## config.mk

```make
export PLATFORM = sky130hd
export DESIGN_NAME = irq_entry_ctrl
export DESIGN_NICKNAME = d
export VERILOG_FILES = /design/src/rtl/irq_entry_pkg.sv /design/src/rtl/irq_accept.sv /design/src/rtl/irq_vec_addr.sv /design/src/rtl/irq_entry_ctrl.sv
export SDC_FILE = /design/constraint.sdc
export NUM_CORES = 1
export LEC_CHECK = 0
export ABC_AREA = 1
export ABC_CLOCK_PERIOD_IN_PS = 1900
export BUFFER_PORTS_ARGS = -buffer_cell sky130_fd_sc_hd__buf_2
export CORE_AREA = 2 2 227 229
export DETAILED_ROUTE_END_ITERATION = 16
export DIE_AREA = 0 0 229 231
export GPL_ROUTABILITY_DRIVEN = 0
export SLEW_MARGIN = 20
export SYNTH_ARGS = -nofsm -noshare
export SYNTH_HDL_FRONTEND = slang
export SYNTH_SLANG_ARGS = --single-unit
```

## constraint.sdc

```tcl
create_clock -name clk -period 1.9 [get_ports clk]
set_clock_uncertainty 0.05 [all_clocks]
set_input_delay 0.19 -clock clk [delete_from_list [all_inputs] [get_ports clk]]
set_output_delay 0.19 -clock clk [all_outputs]
set_load 0.01 [all_outputs]
```

## src/rtl/irq_entry_pkg.sv

```systemverilog
package irq_entry_pkg;

  typedef enum logic [2:0] {
    ST_IDLE    = 3'd0,
    ST_FAST    = 3'd1,
    ST_PUSH_SR = 3'd2,
    ST_PUSH_PC = 3'd3,
    ST_FETCH   = 3'd4
  } seq_state_t;

  typedef enum logic [1:0] {
    KIND_NONE = 2'd0,
    KIND_FAST = 2'd1,
    KIND_NORM = 2'd2,
    KIND_EXC  = 2'd3
  } entry_kind_t;

  // status word field positions
  localparam int SR_EN_BIT  = 16;
  localparam int SR_US_BIT  = 17;
  localparam int SR_PM_BIT  = 20;
  localparam int SR_LVL_LSB = 24;

  // well-known exception vector numbers
  localparam logic [8:0] VEC_PRIV_FAULT  = 9'd20;
  localparam logic [8:0] VEC_ACCESS      = 9'd21;
  localparam logic [8:0] VEC_UNDEF_OP    = 9'd23;
  localparam logic [8:0] VEC_FP_FAULT    = 9'd25;
  localparam logic [8:0] VEC_NMI         = 9'd30;

endpackage

```

## src/rtl/irq_accept.sv

```systemverilog
module irq_accept
  import irq_entry_pkg::*;
#(
  parameter int LVL_W = 4
) (
  input  logic             fast_req,
  input  logic             norm_req,
  input  logic             exc_req,
  input  logic             en_flag,
  input  logic [LVL_W-1:0] cur_lvl,
  input  logic [LVL_W-1:0] req_lvl,
  output entry_kind_t      kind
);
  localparam logic [LVL_W-1:0] LVL_TOP = {LVL_W{1'b1}};

  logic fast_ok;
  logic norm_ok;

  assign fast_ok = fast_req && en_flag && (cur_lvl != LVL_TOP);
  assign norm_ok = norm_req && en_flag && (cur_lvl < req_lvl);

  always_comb begin
    if (fast_ok)      kind = KIND_FAST;
    else if (norm_ok) kind = KIND_NORM;
    else if (exc_req) kind = KIND_EXC;
    else              kind = KIND_NONE;
  end
endmodule

```

## src/rtl/irq_vec_addr.sv

```systemverilog
module irq_vec_addr
  import irq_entry_pkg::*;
#(
  parameter int              XLEN       = 32,
  parameter int              NUM_W      = 8,
  parameter int              VEC_W      = 9,
  parameter logic [XLEN-1:0] FIXED_BASE = 32'hFFFF_FF80
) (
  input  entry_kind_t      kind,
  input  logic [NUM_W-1:0] num,
  input  logic [VEC_W-1:0] vec,
  input  logic [XLEN-1:0]  tbase,
  output logic [XLEN-1:0]  addr
);
  localparam int PAD_N = XLEN - NUM_W - 2;
  localparam int PAD_V = XLEN - VEC_W - 2;

  logic [XLEN-1:0] num_off;
  logic [XLEN-1:0] vec_off;
  logic [XLEN-1:0] trap_off;

  assign num_off  = {{PAD_N{1'b0}}, num, 2'b00};
  assign vec_off  = {{PAD_V{1'b0}}, vec, 2'b00};
  assign trap_off = {{PAD_N{1'b0}}, vec[NUM_W-1:0], 2'b00};

  always_comb begin
    if (kind == KIND_EXC) begin
      if (vec[VEC_W-1]) addr = tbase + trap_off;
      else              addr = FIXED_BASE + vec_off;
    end else begin
      addr = tbase + num_off;
    end
  end
endmodule

```

## src/rtl/irq_entry_ctrl.sv

```systemverilog
module irq_entry_ctrl
  import irq_entry_pkg::*;
#(
  parameter int              XLEN       = 32,
  parameter int              NUM_W      = 8,
  parameter int              LVL_W      = 4,
  parameter int              VEC_W      = 9,
  parameter logic [XLEN-1:0] FIXED_BASE = 32'hFFFF_FF80
) (
  input  logic             clk,
  input  logic             rst_n,
  input  logic             nrm_req,
  input  logic [NUM_W-1:0] nrm_num,
  input  logic [LVL_W-1:0] nrm_lvl,
  input  logic             fst_req,
  input  logic [NUM_W-1:0] fst_num,
  input  logic             exc_req,
  input  logic [VEC_W-1:0] exc_vec,
  input  logic [XLEN-1:0]  status_in,
  input  logic [XLEN-1:0]  pc_in,
  input  logic [XLEN-1:0]  r0_in,
  input  logic [XLEN-1:0]  usp_in,
  input  logic [XLEN-1:0]  isp_in,
  input  logic [XLEN-1:0]  tbase_in,
  input  logic [XLEN-1:0]  fvec_in,
  output logic             busy,
  output logic             wake,
  output logic             done,
  output logic [XLEN-1:0]  pc_out,
  output logic [XLEN-1:0]  status_out,
  output logic [XLEN-1:0]  r0_out,
  output logic [XLEN-1:0]  usp_out,
  output logic [XLEN-1:0]  isp_out,
  output logic [XLEN-1:0]  bpc_out,
  output logic [XLEN-1:0]  bstatus_out,
  output logic             ack_valid,
  output logic [NUM_W-1:0] ack_num,
  output logic             mem_req,
  output logic             mem_we,
  output logic [XLEN-1:0]  mem_addr,
  output logic [XLEN-1:0]  mem_wdata,
  input  logic             mem_ack,
  input  logic [XLEN-1:0]  mem_rdata
);
  localparam logic [XLEN-1:0]  WORD_BYTES = XLEN'(4);
  localparam logic [LVL_W-1:0] LVL_TOP    = {LVL_W{1'b1}};
  localparam logic [XLEN-1:0]  CLR_MASK   =
    ~((XLEN'(1) << SR_EN_BIT) | (XLEN'(1) << SR_US_BIT) | (XLEN'(1) << SR_PM_BIT));
  localparam logic [XLEN-1:0]  LVL_MASK   = ~(XLEN'({LVL_W{1'b1}}) << SR_LVL_LSB);

  // sequencer state and captured context
  seq_state_t       state_q,  state_d;
  entry_kind_t      kind_q,   kind_d;
  logic [XLEN-1:0]  sr_q,     sr_d;
  logic [XLEN-1:0]  pc_q,     pc_d;
  logic [XLEN-1:0]  isp_q,    isp_d;
  logic [XLEN-1:0]  usp_q,    usp_d;
  logic [XLEN-1:0]  vadr_q,   vadr_d;
  logic [NUM_W-1:0] num_q,    num_d;
  logic [LVL_W-1:0] lvl_q,    lvl_d;

  // committed outputs
  logic             wake_d, done_d, ack_d;
  logic [NUM_W-1:0] ackn_d;
  logic [XLEN-1:0]  pco_d, sro_d, r0o_d, uspo_d, ispo_d, bpc_d, bsr_d;

  entry_kind_t      sel_kind;
  logic [XLEN-1:0]  sel_addr;
  logic [NUM_W-1:0] sel_num;
  logic [LVL_W-1:0] cur_lvl;
  logic             cur_en;
  logic             cur_us;
  logic             commit;

  assign cur_lvl = status_in[SR_LVL_LSB +: LVL_W];
  assign cur_en  = status_in[SR_EN_BIT];
  assign cur_us  = status_in[SR_US_BIT];

  irq_accept #(.LVL_W(LVL_W)) accept_i (
    .fast_req (fst_req),
    .norm_req (nrm_req),
    .exc_req  (exc_req),
    .en_flag  (cur_en),
    .cur_lvl  (cur_lvl),
    .req_lvl  (nrm_lvl),
    .kind     (sel_kind)
  );

  assign sel_num = (sel_kind == KIND_FAST) ? fst_num :
                   (sel_kind == KIND_NORM) ? nrm_num : exc_vec[NUM_W-1:0];

  irq_vec_addr #(
    .XLEN(XLEN), .NUM_W(NUM_W), .VEC_W(VEC_W), .FIXED_BASE(FIXED_BASE)
  ) vaddr_i (
    .kind  (sel_kind),
    .num   (nrm_num),
    .vec   (exc_vec),
    .tbase (tbase_in),
    .addr  (sel_addr)
  );

  // memory port, driven from registered state
  assign busy      = (state_q != ST_IDLE);
  assign mem_req   = (state_q == ST_PUSH_SR) || (state_q == ST_PUSH_PC) || (state_q == ST_FETCH);
  assign mem_we    = (state_q == ST_PUSH_SR) || (state_q == ST_PUSH_PC);
  assign mem_addr  = (state_q == ST_FETCH) ? vadr_q : (isp_q - WORD_BYTES);
  assign mem_wdata = (state_q == ST_PUSH_SR) ? sr_q : pc_q;

  // next-state logic
  always_comb begin
    state_d = state_q;
    kind_d  = kind_q;
    sr_d    = sr_q;
    pc_d    = pc_q;
    isp_d   = isp_q;
    usp_d   = usp_q;
    vadr_d  = vadr_q;
    num_d   = num_q;
    lvl_d   = lvl_q;
    wake_d  = 1'b0;
    done_d  = 1'b0;
    ack_d   = 1'b0;
    ackn_d  = ack_num;
    pco_d   = pc_out;
    sro_d   = status_out;
    r0o_d   = r0_out;
    uspo_d  = usp_out;
    ispo_d  = isp_out;
    bpc_d   = bpc_out;
    bsr_d   = bstatus_out;
    commit  = 1'b0;

    unique case (state_q)
      ST_IDLE: begin
        if (sel_kind != KIND_NONE) begin
          wake_d = 1'b1;
          kind_d = sel_kind;
          sr_d   = status_in;
          pc_d   = pc_in;
          isp_d  = cur_us ? isp_in : r0_in;
          usp_d  = cur_us ? r0_in : usp_in;
          vadr_d = sel_addr;
          num_d  = sel_num;
          unique case (sel_kind)
            KIND_FAST: lvl_d = LVL_TOP;
            KIND_NORM: lvl_d = nrm_lvl;
            default:   lvl_d = cur_lvl;
          endcase
          state_d = (sel_kind == KIND_FAST) ? ST_FAST : ST_PUSH_SR;
        end
      end
      ST_FAST: begin
        bpc_d  = pc_q;
        bsr_d  = sr_q;
        pco_d  = fvec_in;
        commit = 1'b1;
      end
      ST_PUSH_SR: begin
        if (mem_ack) begin
          isp_d   = isp_q - WORD_BYTES;
          state_d = ST_PUSH_PC;
        end
      end
      ST_PUSH_PC: begin
        if (mem_ack) begin
          isp_d   = isp_q - WORD_BYTES;
          state_d = ST_FETCH;
        end
      end
      ST_FETCH: begin
        if (mem_ack) begin
          pco_d  = mem_rdata;
          commit = 1'b1;
        end
      end
      default: state_d = ST_IDLE;
    endcase

    if (commit) begin
      state_d = ST_IDLE;
      sro_d   = (sr_q & CLR_MASK & LVL_MASK) | (XLEN'(lvl_q) << SR_LVL_LSB);
      ispo_d  = isp_q;
      r0o_d   = isp_q;
      uspo_d  = usp_q;
      done_d  = 1'b1;
      ack_d   = (kind_q != KIND_EXC);
      ackn_d  = num_q;
    end
  end

  // registers
  always_ff @(posedge clk or negedge rst_n) begin
    if (!rst_n) begin
      state_q     <= ST_IDLE;
      kind_q      <= KIND_NONE;
      sr_q        <= '0;
      pc_q        <= '0;
      isp_q       <= '0;
      usp_q       <= '0;
      vadr_q      <= '0;
      num_q       <= '0;
      lvl_q       <= '0;
      wake        <= 1'b0;
      done        <= 1'b0;
      ack_valid   <= 1'b0;
      ack_num     <= '0;
      pc_out      <= '0;
      status_out  <= '0;
      r0_out      <= '0;
      usp_out     <= '0;
      isp_out     <= '0;
      bpc_out     <= '0;
      bstatus_out <= '0;
    end else begin
      state_q     <= state_d;
      kind_q      <= kind_d;
      sr_q        <= sr_d;
      pc_q        <= pc_d;
      isp_q       <= isp_d;
      usp_q       <= usp_d;
      vadr_q      <= vadr_d;
      num_q       <= num_d;
      lvl_q       <= lvl_d;
      wake        <= wake_d;
      done        <= done_d;
      ack_valid   <= ack_d;
      ack_num     <= ackn_d;
      pc_out      <= pco_d;
      status_out  <= sro_d;
      r0_out      <= r0o_d;
      usp_out     <= uspo_d;
      isp_out     <= ispo_d;
      bpc_out     <= bpc_d;
      bstatus_out <= bsr_d;
    end
  end
endmodule

```

Word-level counts from Yosys, hierarchy flattened

Index checks and enable logic that the tools add are counted.

Register bits: 380
Input port bits: 291
Output and inout bits: 302
Word-level logic and storage cells: 87

Add/subtract/negate cells: 4
Order comparisons: 1
Equality and inequality tests: 16
Multiplexer cells: 29
Bitwise gates (word level): 1
Reductions and logical operators: 17

Operators with widths:

| kind                                               | count |
|---|---|
| 2-to-1 mux 32 bit                                  | 9 |
| case mux 32 bit (2 select lines)                   | 2 |
| adder 32 x 10 -> 32 bit                            | 2 |
| bitwise OR 32 x 28 -> 32 bit                       | 1 |
| subtractor 32 x 3 -> 32 bit, second input constant | 1 |
| 2-to-1 mux 8 bit                                   | 2 |
| adder 8 x 12 -> 13 bit, first input constant       | 1 |
| 2-to-1 mux 3 bit                                   | 4 |
| case mux 3 bit (4 select lines)                    | 1 |
| != test 3 bit, second input constant               | 3 |
| 2-to-1 mux 2 bit                                   | 4 |
| case mux 4 bit (2 select lines)                    | 1 |
| == test 3 x 2 -> 1 bit, second input constant      | 2 |
| != test 2 bit, second input constant               | 3 |
| nonzero test 2 bit                                 | 3 |
| 2-to-1 mux 1 bit                                   | 5 |
| == test 2 bit, second input constant               | 2 |
| logical AND 1 bit                                  | 4 |
| less-than comparator 4 bit                         | 1 |
| != test 2 x 1 -> 1 bit, second input constant      | 2 |
| != test 4 bit, second input constant               | 1 |
| AND reduction 2 bit                                | 2 |
| AND reduction 4 bit                                | 1 |
| OR reduction 2 bit                                 | 2 |
| 8 further kinds                                    | 9 |

Longest topological paths before layout

Gate-level depths: netlist of the first run.

Depth after elaboration: 9
Mapped depth: 15
Depth with buffers taken out: 15

Modules after synthesis

From an unflattened synthesis of the first run, not the netlist that was laid out.

Cells, all modules: 2,638
Area total of the unflattened synthesis: 19,992.9 sq um

Modules (own cells, without submodules):

| module         | instances | cells each | area an instance (sq um) | seq. area each (sq um) |
|---|---|---|---|---|
| irq_entry_ctrl | 1         | 2,044      | 17,090.1                 | 9,434.0 |
| irq_vec_addr   | 1         | 566        | 2,757.6                  | 0.0 |
| irq_accept     | 1         | 28         | 145.1                    | 0.0 |

Worst setup path before layout of the first run

OpenSTA, ideal clock, no wires.

Path type: input port to flip-flop
Start point: input nrm_num[0]
End point: register vadr_q[10]
Setup time: 0.124 ns
Data arrival time: 1.694 ns
Data required time: 1.726 ns
Setup slack: 0.032 ns
Cell stages on the path: 10
Path buffers: 1
Cells stage by stage: ha_1 -> fa_1 -> nand3_1 -> nand2_1 -> nand2_1 -> nand2_1 -> buf_2 -> xor2_1 -> o211ai_1 -> nand2_1

Word-level cells in the longest chain between the ends: 2

RTL lines:

| element                 | line                  | source |
|---|---|---|
| from (decl)             | irq_entry_ctrl.sv:13  | `input logic [NUM_W-1:0] nrm_num,` |
| adder 32 x 10 -> 32 bit | irq_vec_addr.sv:31    | `addr = tbase + num_off;` |
| 2-to-1 mux 32 bit       | irq_vec_addr.sv:27    | `if (kind == KIND_EXC) begin` |
| to (signal assigned)    | irq_entry_ctrl.sv:221 | `vadr_q <= vadr_d;` |
| to (decl)               | irq_entry_ctrl.sv:58  | `logic [XLEN-1:0] vadr_q, vadr_d;` |

No other way between the ends.
A chain may end at the register's enable or synchronous reset.

Worst setup path in the final report of the first run

Start point: register isp_q[17]
End point: output mem_addr[25]

Word-level cells in the longest chain between the ends: 2

RTL lines:

| element                     | line                  | source |
|---|---|---|
| from (decl)                 | irq_entry_ctrl.sv:56  | `logic [XLEN-1:0] isp_q, isp_d;` |
| from (signal assigned)      | irq_entry_ctrl.sv:219 | `isp_q <= isp_d;` |
| subtractor 32 x 3 -> 32 bit | irq_entry_ctrl.sv:106 | `assign mem_addr = (state_q == ST_FETCH) ? vadr_q : (isp_q - WORD_BYTES);` |
| 2-to-1 mux 32 bit           | irq_entry_ctrl.sv:106 |  |
| to (decl)                   | irq_entry_ctrl.sv:40  | `output logic [XLEN-1:0] mem_addr,` |

No other way between the ends.

==> summary.md, run 1 <==
| Metric | Value |
|---|---|
| Routed Antenna Nets | 0 |
| Mapped cell area | 19400 sq um |
| Mapped Avg Cell Area | 7.93 sq um |
| Reg-to-reg slack, setup | -0.33 ns |
| R2r endpoint | isp_out[31]$_DFFE_PN0P_ |
| Clk pwr share | 14.7% |
| Cells on worst reg2reg path | 10 |
| Post-route minimum period | 2.60 ns |
| Synth top area cells | dfrtp_1 49%, nand2_1 13%, o21ai_0 6.2% |
| Buf/Inv on CP | 3 |
| Status | finished, violations left |
| Clock Sinks | 377 |
| Crit path max-delay family | simple AND/OR/NAND/NOR gates |
| P per Cell Area | 1770 nW/um^2 |
| Synthesis-stage register bit count | 377 |
| Core ar. | 50700 sq um |
| IO Count | 593 |
| Die Area | 52900 sq um |
| Final setup viols | 376 |
| CP Launch Type | flip-flop |
| Cells after Synth | 2445 |
| RSZ-0062 raised after global routing | true |
| CP required | 1.66 ns |
| Starting DRT DRC Count | 1919 |
| Post-synthesis sequential area ratio | 48.7% |
| Die Ht | 231 um |
| Final period util | 137% |
| Clock Path Buffers | 3 |
| # rows | 83 |
| Global-route wire length before repair | 126000 um |
| Fill count | 3981 |
| Crit. End Element | primary output |
| Count of cell types in the netlist | 47 |
| Critical path data arrival time | 2.36 ns |
| Total Routing Usage GR | 30.8% |
| Mean routed wirelength per cell | 21.7 um |
| Most frequent cell after synthesis | nand2_1 |
| Biggest area consumer among synthesized cells | dfrtp_1 |
| VDD IR max | 0.853 mV |
| Cts bufs inserted | 43 |
| Hold/Removal Path Class | in -> reg |
| Slew margin rel. | 62.5% |
| EDFF count, synth | 0 |
| Crit-path max cell delay | 0.43 ns |
| Comb power frac | 59.6% |
| Clock Latency Late Sink | 0.58 ns |
| CTS tree | yes |
| Fraction of registers with async set/reset | 100% |
| Die width | 229 um |
| Synth top area share | 48.7% |
| Via count | 22200 |
| Fin area | 33000 sq um |
| Pre-antenna DRT Iters | 5 |
| Pwr Total | 0.0583 W |
| Vias per std cell | 5.29 |
| Max-slew violations | 0 |
| Dpl hpwl | 58900 um |
| Final worst setup slack | -0.701 ns |
| Drc violations | 0 |
| IO buf count | 589 |
| Failing checks | negative setup slack |
| CP max FO | 3 |
| Sw Share | 43.0% |
| Largest net degree at the start of global routing | 89 |
| Clk slew on worst S/H paths | 0.06 ns |
| GR Overflow Total | 0 |
| CTS root buf | clkbuf_16 |
| NetSw | 0.0251 W |
| FMAX | 384 MHz |
| Hold Path Cell Cnt | 6 |
| Hold-critical path endpoint | num_q[3]$_DFFE_PN0P_ |
| Worst-margin pin slew | 0.547 ns |
| Maxcap violations | 0 |
| Initial core utilization | 38.2% |
| Register share of total power | 25.7% |
| Placed instance area | 24300 sq um |
| Post-synth top cells | 695 x nand2_1, 377 x dfrtp_1, 274 x nor2_1, 239 x o21ai_0, 183 x inv_1 |
| Layout cells sized above 1 | 41.0% |
| Final #Nets | 3793 |
| Hold Vio Cnt, Final | 0 |
| Area Growth Syn to Fin | 70.1% |
| # H-tree levels | 2 |
| Total number of yosys warnings | 0 |
| Hold path start | nrm_num[3] |
| Power Internal | 0.0332 W |
| Synth Flop Type | dfrtp_1 |
| Number of global-route vias before repair | 21500 |
| Slowest stage cell on the critical path | dfrtp_1 |
| Critical Path, Cell by Cell | nor2_2, nand2_1, nor2_2, buf_4, nand4_1, xor2_2, o21ai_2, buf_6, buf_6 |
| FF-to-FF Start | state_q[0]$_DFFE_PN0P_ |
| Leak Pwr | 16.1 nW |
| Wirelength, routed | 91200 um |
| Initial antenna violation count | 14 |
| CP Class | reg -> out |
[metrics by stage]
step	cells	worst slack [ns]	util [%]	hold WS [ns]	TNS [ns]
floorplan	2447	0.0316	-	-0.156	0
global placement	3755	-0.289	47.9	0.0887	-5.18
detailed placement	3755	-0.341	47.9	0.102	-12.30
CTS	4128	-0.613	59.7	0.000735	-51.91
global route	4196	-0.785	65.0	0.0266	-127.12
finish	4204	-0.701	65.0	0.0198	-96.10
[state kept, by name, indices dropped and copies added, names as in the netlist, 29 cells and up]
signal	flops
bpc_out	32
bstatus_out	32
isp_out	32
isp_q	32
pc_out	32
pc_q	32
sr_q	32
status_out	29
usp_out	32
usp_q	32
vadr_q	32
[how the worst max path moves through the flow]
| stage | cells past startpoint | to | from |
|---|---|---|---|
| after floorplan | 10 | vadr_q[10]$_DFFE_PN0P_ | nrm_num[0] |
| after global placement | 7 | mem_addr[12] | isp_q[2]$_DFFE_PN0P_ |
| after detailed placement | 7 | mem_addr[12] | isp_q[2]$_DFFE_PN0P_ |
| after CTS | 8 | mem_addr[28] | isp_q[8]$_DFFE_PN0P_ |
| after global routing | 9 | mem_addr[25] | isp_q[18]$_DFFE_PN0P_ |
| final | 9 | mem_addr[25] | isp_q[17]$_DFFE_PN0P_ |
[what timing repair did]
action / in CTS / in global routing
endpoints found under the setup margin: 112 / 359
hold buffers: 223 / 1
setup buffers: 54 / 49
cloned: 22 / 36
gates resized for setup: 381 / 440
pin swaps: 42 / 51
endpoints found under the hold margin: 532 / 1
[power by group through the flow]
| stage | registers, W | logic (W) | clock network [W] |
|---|---|---|---|
| floorplan | 0.0148 | 0.0109 | 0 |
| global route | 0.0153 | 0.0366 | 0.00900 |
| finish | 0.0150 | 0.0347 | 0.00855 |
| CTS | 0.0144 | 0.0277 | 0.00865 |
| global placement | 0.0142 | 0.0212 | 0 |
| detailed placement | 0.0144 | 0.0214 | 0 |
[cells in the final DEF, fill, tap and decap left out, drive strengths merged, types with 18 or more instances in the layout]
master / n
a21oi: 95
a31oi: 36
buf: 893
clkbuf: 85
clkinv: 18
dfrtp: 377
dlygate4sd3: 224
ha: 21
inv: 192
mux2: 57
nand2: 698
nand3: 136
nor2: 279
o21ai: 257
o31ai: 34
xor2: 32
[tightest hold or removal path, stage by stage]
cell and delay [ns]:
buf_2 0.11, buf_4 0.10, nand2_1 0.04, nand3_1 0.05
nand2_1 0.05, nand2_1 0.05
[routing by layer]
layer	vias to the layer above	wire length [um]	GRT usage (%)
li1	9987	-	-
met1	10700	34800	37.7
met2	1181	43100	51.2
met3	319	7770	7.76
met4	14	5390	14.5
met5	-	89	0
[cell families (layout without fill, tap and decap cells)]
kind of cell | count (synthesis) | count (layout) | share of synthesized area (%)
and+or+nand+nor | 1149 | 1149 | 23.9
AOI/OAI and AO/OA | 444 | 444 | 12.4
DFF | 377 | 377 | 48.7
buffers and inverters | 351 | 1417 | 8.15
muxes | 63 | 63 | 3.62
xor gates and xnor gates | 37 | 37 | 1.67
adders and majority gates | 23 | 23 | 1.56
other | 1 | 14 | 0.0194
[cell type report]
class	count	area (sq um)	area share [%]
Inverter	191	764	2.32
Clock buffer	60	1230	3.73
Timing Repair inverter	4	53.8	0.163
Clock inverter	19	214	0.649
Timing Repair Buffer	1143	9650	29.3
Sequential cell	377	9440	28.6
Multi-Input combinational cell	1719	10700	32.6
Antenna cell	11	27.5	0.0835
Tap cell	680	851	2.58
Note: power is estimated with default switching activity, not from simulation.
==> inputs of run 2 (changes only) <==
--- a/config.mk
+++ b/config.mk
@@ -8,10 +8,10 @@
 export ABC_AREA = 1
 export ABC_CLOCK_PERIOD_IN_PS = 1900
 export BUFFER_PORTS_ARGS = -buffer_cell sky130_fd_sc_hd__buf_2
-export CORE_AREA = 2 2 227 229
+export CORE_ASPECT_RATIO = 0.7
+export CORE_MARGIN = 1.5
+export CORE_UTILIZATION = 30
 export DETAILED_ROUTE_END_ITERATION = 16
-export DIE_AREA = 0 0 229 231
-export GPL_ROUTABILITY_DRIVEN = 0
 export SLEW_MARGIN = 20
 export SYNTH_ARGS = -nofsm -noshare
 export SYNTH_HDL_FRONTEND = slang
==> run 2 against run 1 <==
  * The run still ends with negative setup slack left
  * Combinational power decreased by 12%
  * Die area increased by 25%
  * Clock power about the same
  * Power shrank 8.1%
  * Register-to-register slack got worse by 0.28 ns
  * Wire length is 8.1% lower
  * Design area fell by 2.9%
  * Core utilization is 15 points lower
  * Setup slack improved by 0.088 ns
  * Hold slack improved by 0.012 ns
  * Critical path type unchanged
  * Critical endpoint unchanged
  * Largest cell class unchanged
  * Highest routed layer unchanged
==> summary.md, run 2 (synthesis gave the netlist of run 1 again) <==
| Metric | Value |
|---|---|
| Drc violations | 0 (unchanged) |
| Core ar. | 63500 sq um (+25%) |
| Final hold slack | 0.0320 ns (+0.0121 ns) |
| Failing checks | negative setup slack |
| Most frequent cells in the layout | 617 x nand2_1, 553 x buf_2, 372 x dfrtp_1, 238 x dlygate4sd3_1, 229 x nor2_1 |
| IO Count | 593 (unchanged) |
| RSZ-0062 raised after global routing | true |
| Clock Latency Late Sink | 0.58 ns (about the same) |
| Final setup TNS | -47.60 ns (+48.49 ns) |
| Hold-critical path endpoint | isp_q[10]$_DFFE_PN0P_ |
| Post-route minimum period | 2.51 ns (-0.0879 ns) |
| CP Launch Type | flip-flop |
| Clk slew on worst S/H paths | 0.06 ns (about the same) |
| P per Cell Area | 1670 nW/um^2 (-5.3%) |
| Hold Vio Cnt, Final | 0 (unchanged) |
| Cells on worst reg2reg path | 18 (+8) |
| Pre-antenna DRT Iters | 6 (+1) |
| # rows | 77 (-7.2%) |
| Layout cells sized above 1 | 37.3% (-3.7 points) |
| Fill count | 5853 (+47%) |
| Largest net degree at the start of global routing | 77 (-13%) |
| Final worst setup slack | -0.614 ns (+0.0879 ns) |
| CP max FO | 3 (unchanged) |
| CP required | 1.66 ns (about the same) |
| Final #Nets | 3811 (+0.47%) |
| Slew margin rel. | 62.5% (about the same) |
| IO buf count | 589 (unchanged) |
| Via count | 21300 (-4.2%) |
| Number of global-route vias before repair | 20800 (-2.9%) |
| Pwr Total | 0.0535 W (-8.1%) |
| Hold path start | isp_in[10] |
| Routed Antenna Nets | 0 (unchanged) |
| Die Ht | 216 um (-6.6%) |
| Global-route wire length before repair | 123000 um (-2.3%) |
| Hold/Removal Path Class | in -> reg |
| Reg-to-reg slack, setup | -0.61 ns (-0.28 ns) |
| Critical path data arrival time | 2.27 ns (-0.09 ns) |
| Vias per std cell | 4.88 (-7.6%) |
| RD Place Congestion | 0.922 |
| Initial core utilization | 30.5% (-7.7 points) |
| Worst-margin pin slew | 0.547 ns (+0.00000358 ns) |
| FF-to-FF Start | isp_q[9]$_DFFE_PN0P_ |
| Maxcap violations | 0 (unchanged) |
| Max-slew violations | 0 (unchanged) |
| Met2 WL | 38500 um (-11%) |
| Wirelength, routed | 83800 um (-8.1%) |
| VDD IR max | 0.969 mV (+14%) |
| Status | finished, violations left |
| Dpl hpwl | 55600 um (-5.7%) |
| Starting DRT DRC Count | 1795 (-6.5%) |
| Leak Pwr | 15.8 nW (-1.6%) |
| Top Layer Used | met5 |
| CP Class | reg -> out |
| R2r endpoint | isp_q[30]$_DFFE_PN0P_ |
| CTS tree | yes |
| Cts bufs inserted | 42 (-2.3%) |
| Total Routing Usage GR | 23.8% (-7.0 points) |
| Crit. End Element | primary output |
| FMAX | 398 MHz (+3.5%) |
| Final setup viols | 206 (-45%) |
| Clock Path Buffers | 3 (unchanged) |
| Metal-1 WL | 36600 um (+5.1%) |
| CTS root buf | clkbuf_16 |
| Metal3 WL | 6260 um (-19%) |
| Die width | 307 um (+34%) |
| Commonest non-fill, non-tap cell in the layout | nand2_1 |
| Die Area | 66200 sq um (+25%) |
| GR Overflow Total | 0 (unchanged) |
| Area Growth Syn to Fin | 65.1% |
| Hold Path Cell Cnt | 5 (-1) |
| Initial antenna violation count | 4 (-10) |
| # H-tree levels | 2 (unchanged) |
| Final period util | 132% (-4.6 points) |
| Clock Sinks | 377 (unchanged) |
| Mean routed wirelength per cell | 19.2 um (-11%) |
run 2: critical path: stages (launching register included):
cell,delay [ns]
dfrtp_1,0.42
nor2_4,0.15
nand3_2,0.10
nor2_1,0.10
buf_4,0.15
nand4_1,0.18
xor2_2,0.21
o21ai_2,0.16
buf_6,0.13
buf_6,0.09
run 2: metrics by stage:
step / cell area (sq um) / setup WS, ns / utilization [%] / instances
finish: 32000 / -0.614 / 50.4 / 4361
global route: 32000 / -0.745 / 50.4 / 4360
CTS: 30600 / -0.610 / 48.3 / 4323
detailed placement: 24600 / -0.184 / 38.8 / 3929
global placement: 24600 / -0.196 / 38.8 / 3929
floorplan: 19400 / 0.0316 / - / 2447
run 2: how the worst max path moves through the flow:
| stage | from | end | depth (start not counted) |
|---|---|---|---|
| after floorplan | nrm_num[0] | vadr_q[10]$_DFFE_PN0P_ | 10 |
| after global placement | exc_vec[0] | vadr_q[24]$_DFFE_PN0P_ | 15 |
| after detailed placement | exc_vec[0] | vadr_q[24]$_DFFE_PN0P_ | 15 |
| after CTS | isp_q[8]$_DFFE_PN0P_ | mem_addr[12] | 9 |
| after global routing | isp_q[9]$_DFFE_PN0P_ | isp_q[30]$_DFFE_PN0P_ | 18 |
| final | isp_q[9]$_DFFE_PN0P_ | mem_addr[25] | 9 |
run 2: area by class of cell:
type,count,area (sq um),share of cell area (%)
multi-input cells,1719,9830,30.7
repair buffers,1165,9490,29.7
flip-flops and latches,377,9440,29.5
clock buffers,58,1220,3.82
well taps,829,1040,3.24
inverters,191,766,2.39
clock inverters,19,196,0.614
repair inverters,1,8.76,0.0274
diodes,2,5.00,0.0156
run 2: timing repair:
action,4_1_cts,5_1_grt
endpoints found under the hold margin,540,0
pin swaps,43,54
gates resized for setup,322,233
buffers inserted,65,42
setup endpoints to repair,81,273
hold buffers,238,0
cloned,19,14
run 2: per-layer routing:
metal / vias to the layer above / track usage, %
met2: 894 / 38.7
met1: 10200 / 31.7
met3: 161 / 5.06
li1: 10000 / -
met4: 4 / 7.59
met5: - / 0
run 2: power breakdown:
group | switching [W] | internal [W]
clock | 0.00358 | 0.00494
sequential | 0.00257 | 0.0120
combinational | 0.0164 | 0.0141
==> inputs of run 3 (changes only) <==
--- a/config.mk
+++ b/config.mk
@@ -6,12 +6,13 @@
 export NUM_CORES = 1
 export LEC_CHECK = 0
 export ABC_AREA = 1
-export ABC_CLOCK_PERIOD_IN_PS = 1900
+export ABC_CLOCK_PERIOD_IN_PS = 2800
 export BUFFER_PORTS_ARGS = -buffer_cell sky130_fd_sc_hd__buf_2
 export CORE_ASPECT_RATIO = 0.7
 export CORE_MARGIN = 1.5
 export CORE_UTILIZATION = 30
 export DETAILED_ROUTE_END_ITERATION = 16
+export SKIP_LAST_GASP = 1
 export SLEW_MARGIN = 20
 export SYNTH_ARGS = -nofsm -noshare
 export SYNTH_HDL_FRONTEND = slang
==> constraint.sdc (replaced) <==
create_clock -name clk -period 2.8 [get_ports clk]
set_clock_uncertainty 0.05 [all_clocks]
set_input_delay 0.28 -clock clk [delete_from_list [all_inputs] [get_ports clk]]
set_output_delay 0.28 -clock clk [all_outputs]
set_load 0.01 [all_outputs]
==> run 3 against run 2 <==
  * The flow now finishes without violations
  * Flip-flop and latch count stayed put
  * Via count is 9.1% lower
  * Setup slack better by 0.69 ns
  * Critical path depth is 1 lower
  * Global-route usage is 2.2 points lower
  * Design area is 18% lower
  * Power is 45% lower
  * Register-to-register slack better by 0.82 ns
  * Largest power group unchanged
==> summary.md, run 3 (synthesis gave the netlist of run 1 again) <==
| Metric | Value |
|---|---|
| Final #Nets | 3475 (-8.8%) |
| Leak Pwr | 13.1 nW (-17%) |
| Comb power frac | 49.1% (-7.8 points) |
| Routed Antenna Nets | 0 (unchanged) |
| CP max FO | 5 (+2) |
| Power Internal | 0.0167 W (-46%) |
| CP required | 2.47 ns (+0.81 ns) |
| Crit. End Element | primary output |
| Total Routing Usage GR | 21.6% (-2.2 points) |
| Most frequent cells in the layout | 691 x nand2_1, 588 x buf_2, 377 x dfrtp_1, 268 x nor2_1, 236 x o21ai_0 |
| Clock Sinks | 377 (unchanged) |
| RSZ-0062 raised after global routing | true |
| FF-to-FF Start | state_q[0]$_DFFE_PN0P_ |
| R2r endpoint | pc_out[17]$_DFFE_PN0P_ |
| Hold Vio Cnt, Final | 0 (unchanged) |
| Final setup TNS | 0 ns (+47.60 ns) |
| Sw Share | 43.0% (+0.96 points) |
| Mean routed wirelength per cell | 18.3 um (-5.0%) |
| Maxcap violations | 0 (unchanged) |
| Clock Path Buffers | 3 (unchanged) |
| Wirelength, routed | 73400 um (-12%) |
| Placed instance area | 23100 sq um (-6.2%) |
| Layout cells sized above 1 | 25.1% (-12 points) |
| Initial antenna violation count | 4 (unchanged) |
| NetSw | 0.0126 W (-44%) |
| Max-slew violations | 0 (unchanged) |
| Pre-antenna DRT Iters | 6 (unchanged) |
| Largest net degree at the start of global routing | 126 (+64%) |
| Dpl hpwl | 53700 um (-3.4%) |
| CTS root buf | clkbuf_16 |
| Clk slew on worst S/H paths | 0.07 ns (about the same) |
| Die Ht | 216 um (unchanged) |
| Clock Latency Late Sink | 0.56 ns (-0.02 ns) |
| Post-route minimum period | 2.72 ns |
| P per Cell Area | 1110 nW/um^2 (-34%) |
| Worst-margin pin slew | 0.973 ns (+0.426 ns) |
| Critical Path, Cell by Cell | nor2_1, nand2_1, nor2_2, nand3_2, nor2_1, xor2_1, o21ai_1, buf_2 |
| Crit path max-delay family | simple AND/OR/NAND/NOR gates |
| Slowest stage cell on the critical path | dfrtp_1 |
| IO buf count | 589 (unchanged) |
| Commonest non-fill, non-tap cell in the layout | nand2_1 |
| Hold Path Cell Cnt | 3 (-2) |
| Core ar. | 63500 sq um (unchanged) |
| VDD IR max | 0.480 mV (-50%) |
| Crit-path max cell delay | 0.48 ns (+0.06 ns) |
| Cells on worst reg2reg path | 7 (-11) |
| Fill count | 6451 (+10%) |
| Die Area | 66200 sq um (unchanged) |
| # rows | 77 (unchanged) |
| RD Place Congestion | 0.912 (-1.1%) |
| Area Growth Syn to Fin | 36.1% |
| Die width | 307 um (unchanged) |
| Status | finished clean |
| Via count | 19400 (-9.1%) |
| # H-tree levels | 2 (unchanged) |
| Drc violations | 0 (unchanged) |
| Hold path start | r0_in[2] |
| Initial core utilization | 30.5% (unchanged) |
| FMAX | 367 MHz |
| Clk pwr share | 17.7% (+1.8 points) |
| Critical path data arrival time | 2.39 ns (+0.12 ns) |
| CP Class | reg -> out |
| Global-route wire length before repair | 111000 um (-9.3%) |
| Slew margin rel. | 35.1% (-27 points) |
| Vias per std cell | 4.82 (-1.4%) |
| CTS tree | yes |
| CP Launch Type | flip-flop |
| GR Overflow Total | 0 (unchanged) |
| Starting DRT DRC Count | 1518 (-15%) |
| Register share of total power | 33.2% (+6.0 points) |
| Final non-filler cell total | 4018 (-7.9%) |
| IO Count | 593 (unchanged) |
| Reg-to-reg slack, setup | 0.21 ns (+0.82 ns) |
| CP most frequent cell | nor2_1 |
| Hold/Removal Path Class | in -> reg |
| Final setup viols | 0 (-100%) |
| Cts bufs inserted | 40 (-4.8%) |
| Number of global-route vias before repair | 18700 (-10%) |
| Fin area | 26400 sq um (-18%) |
| Hold-critical path endpoint | usp_q[2]$_DFFE_PN0P_ |
| Final period util | 97.3% |
| Placed Cells incl. Taps | 3754 (-4.5%) |
| Buf/Inv on CP | 1 (-2) |
[run 3: changes by cell type in the layout (fill, tap and decap cells not counted), sizes merged]
| cell | delta |
|---|---|
| dlygate4sd3 | -46 |
| clkinv | -10 |
| bufinv | -2 |
| clkinvlp | +1 |
| clkbuf | -10 |
| buf | -271 |
| bufbuf | -3 |
| inv | -1 |
| diode | -1 |
[run 3: worst reg2reg max path, stage by stage (launching register included)]
cell           delay (ns)
dfrtp_1              0.44
nor2_1               0.17
nand2_2              0.25
o21ai_4              0.37
buf_12               0.34
nor2_1               0.17
a31oi_1              0.16
dlygate4sd3_1        0.57
[run 3: layout make-up]
cell class                      instances  area, sq um  area share, %
Antenna cell                            1         2.50        0.00949
Clock buffer                           61         1150           4.36
Clock inverter                          8         82.6          0.313
Inverter                              191          727           2.76
Multi-Input combinational cell       1719         8500           32.2
Sequential cell                       377         9430           35.8
Tap cell                              829         1040           3.93
Timing Repair Buffer                  832         5440           20.6
[run 3: routing by layer]
metal  vias to the layer above  part of all wire [%]  track usage (%)
met5                         -                 0.018                0
met4                         2                   2.4             5.54
met3                       110                   7.2             4.38
met2                       747                    45             34.5
met1                      9174                    45             29.9
li1                       9323                     -                -
[run 3: worst max path at each step]
stage	from	end	slack (ns)	cells past startpoint
4_1_cts	isp_q[2]$_DFFE_PN0P_	mem_addr[28]	-0.006	9
2_1_floorplan	nrm_num[0]	vadr_q[10]$_DFFE_PN0P_	0.84	10
5_1_grt	isp_q[17]$_DFFE_PN0P_	mem_addr[22]	-0.07	8
6_report	isp_q[13]$_DFFE_PN0P_	mem_addr[27]	0.08	8
3_5_place_dp	nrm_lvl[3]	isp_q[8]$_DFFE_PN0P_	0.33	11
3_3_place_gp	nrm_lvl[3]	isp_q[8]$_DFFE_PN0P_	0.34	11
[run 3: metrics by stage]
stage	worst slack [ns]	hold slack, ns	power, W	util, %
6_report	0.0755	0.0350	0.0293	41.5
5_1_grt	-0.0668	0.0284	0.0315	41.5
4_1_cts	-0.00611	0.00116	0.0294	41.4
3_5_place_dp	0.325	0.247	0.0231	36.4
3_3_place_gp	0.342	0.245	0.0230	36.4
2_1_floorplan	0.842	-0.0656	0.0174	-
[run 3: timing repair]
item,in CTS,in global routing
pin swaps,1,1
buffers inserted,1,1
resized for setup,9,17
setup endpoints to repair,10,26
endpoints found under the hold margin,191,0
hold buffers,192,0
[run 3: power by group through the flow]
| stage | registers (W) | logic (W) | clock network, W |
|---|---|---|---|
| 2_1_floorplan | 0.0100 | 0.00743 | 0 |
| 3_3_place_gp | 0.00974 | 0.0133 | 0 |
| 3_5_place_dp | 0.00978 | 0.0134 | 0 |
| 4_1_cts | 0.00972 | 0.0144 | 0.00536 |
| 5_1_grt | 0.0100 | 0.0159 | 0.00559 |
| 6_report | 0.00972 | 0.0144 | 0.00520 |
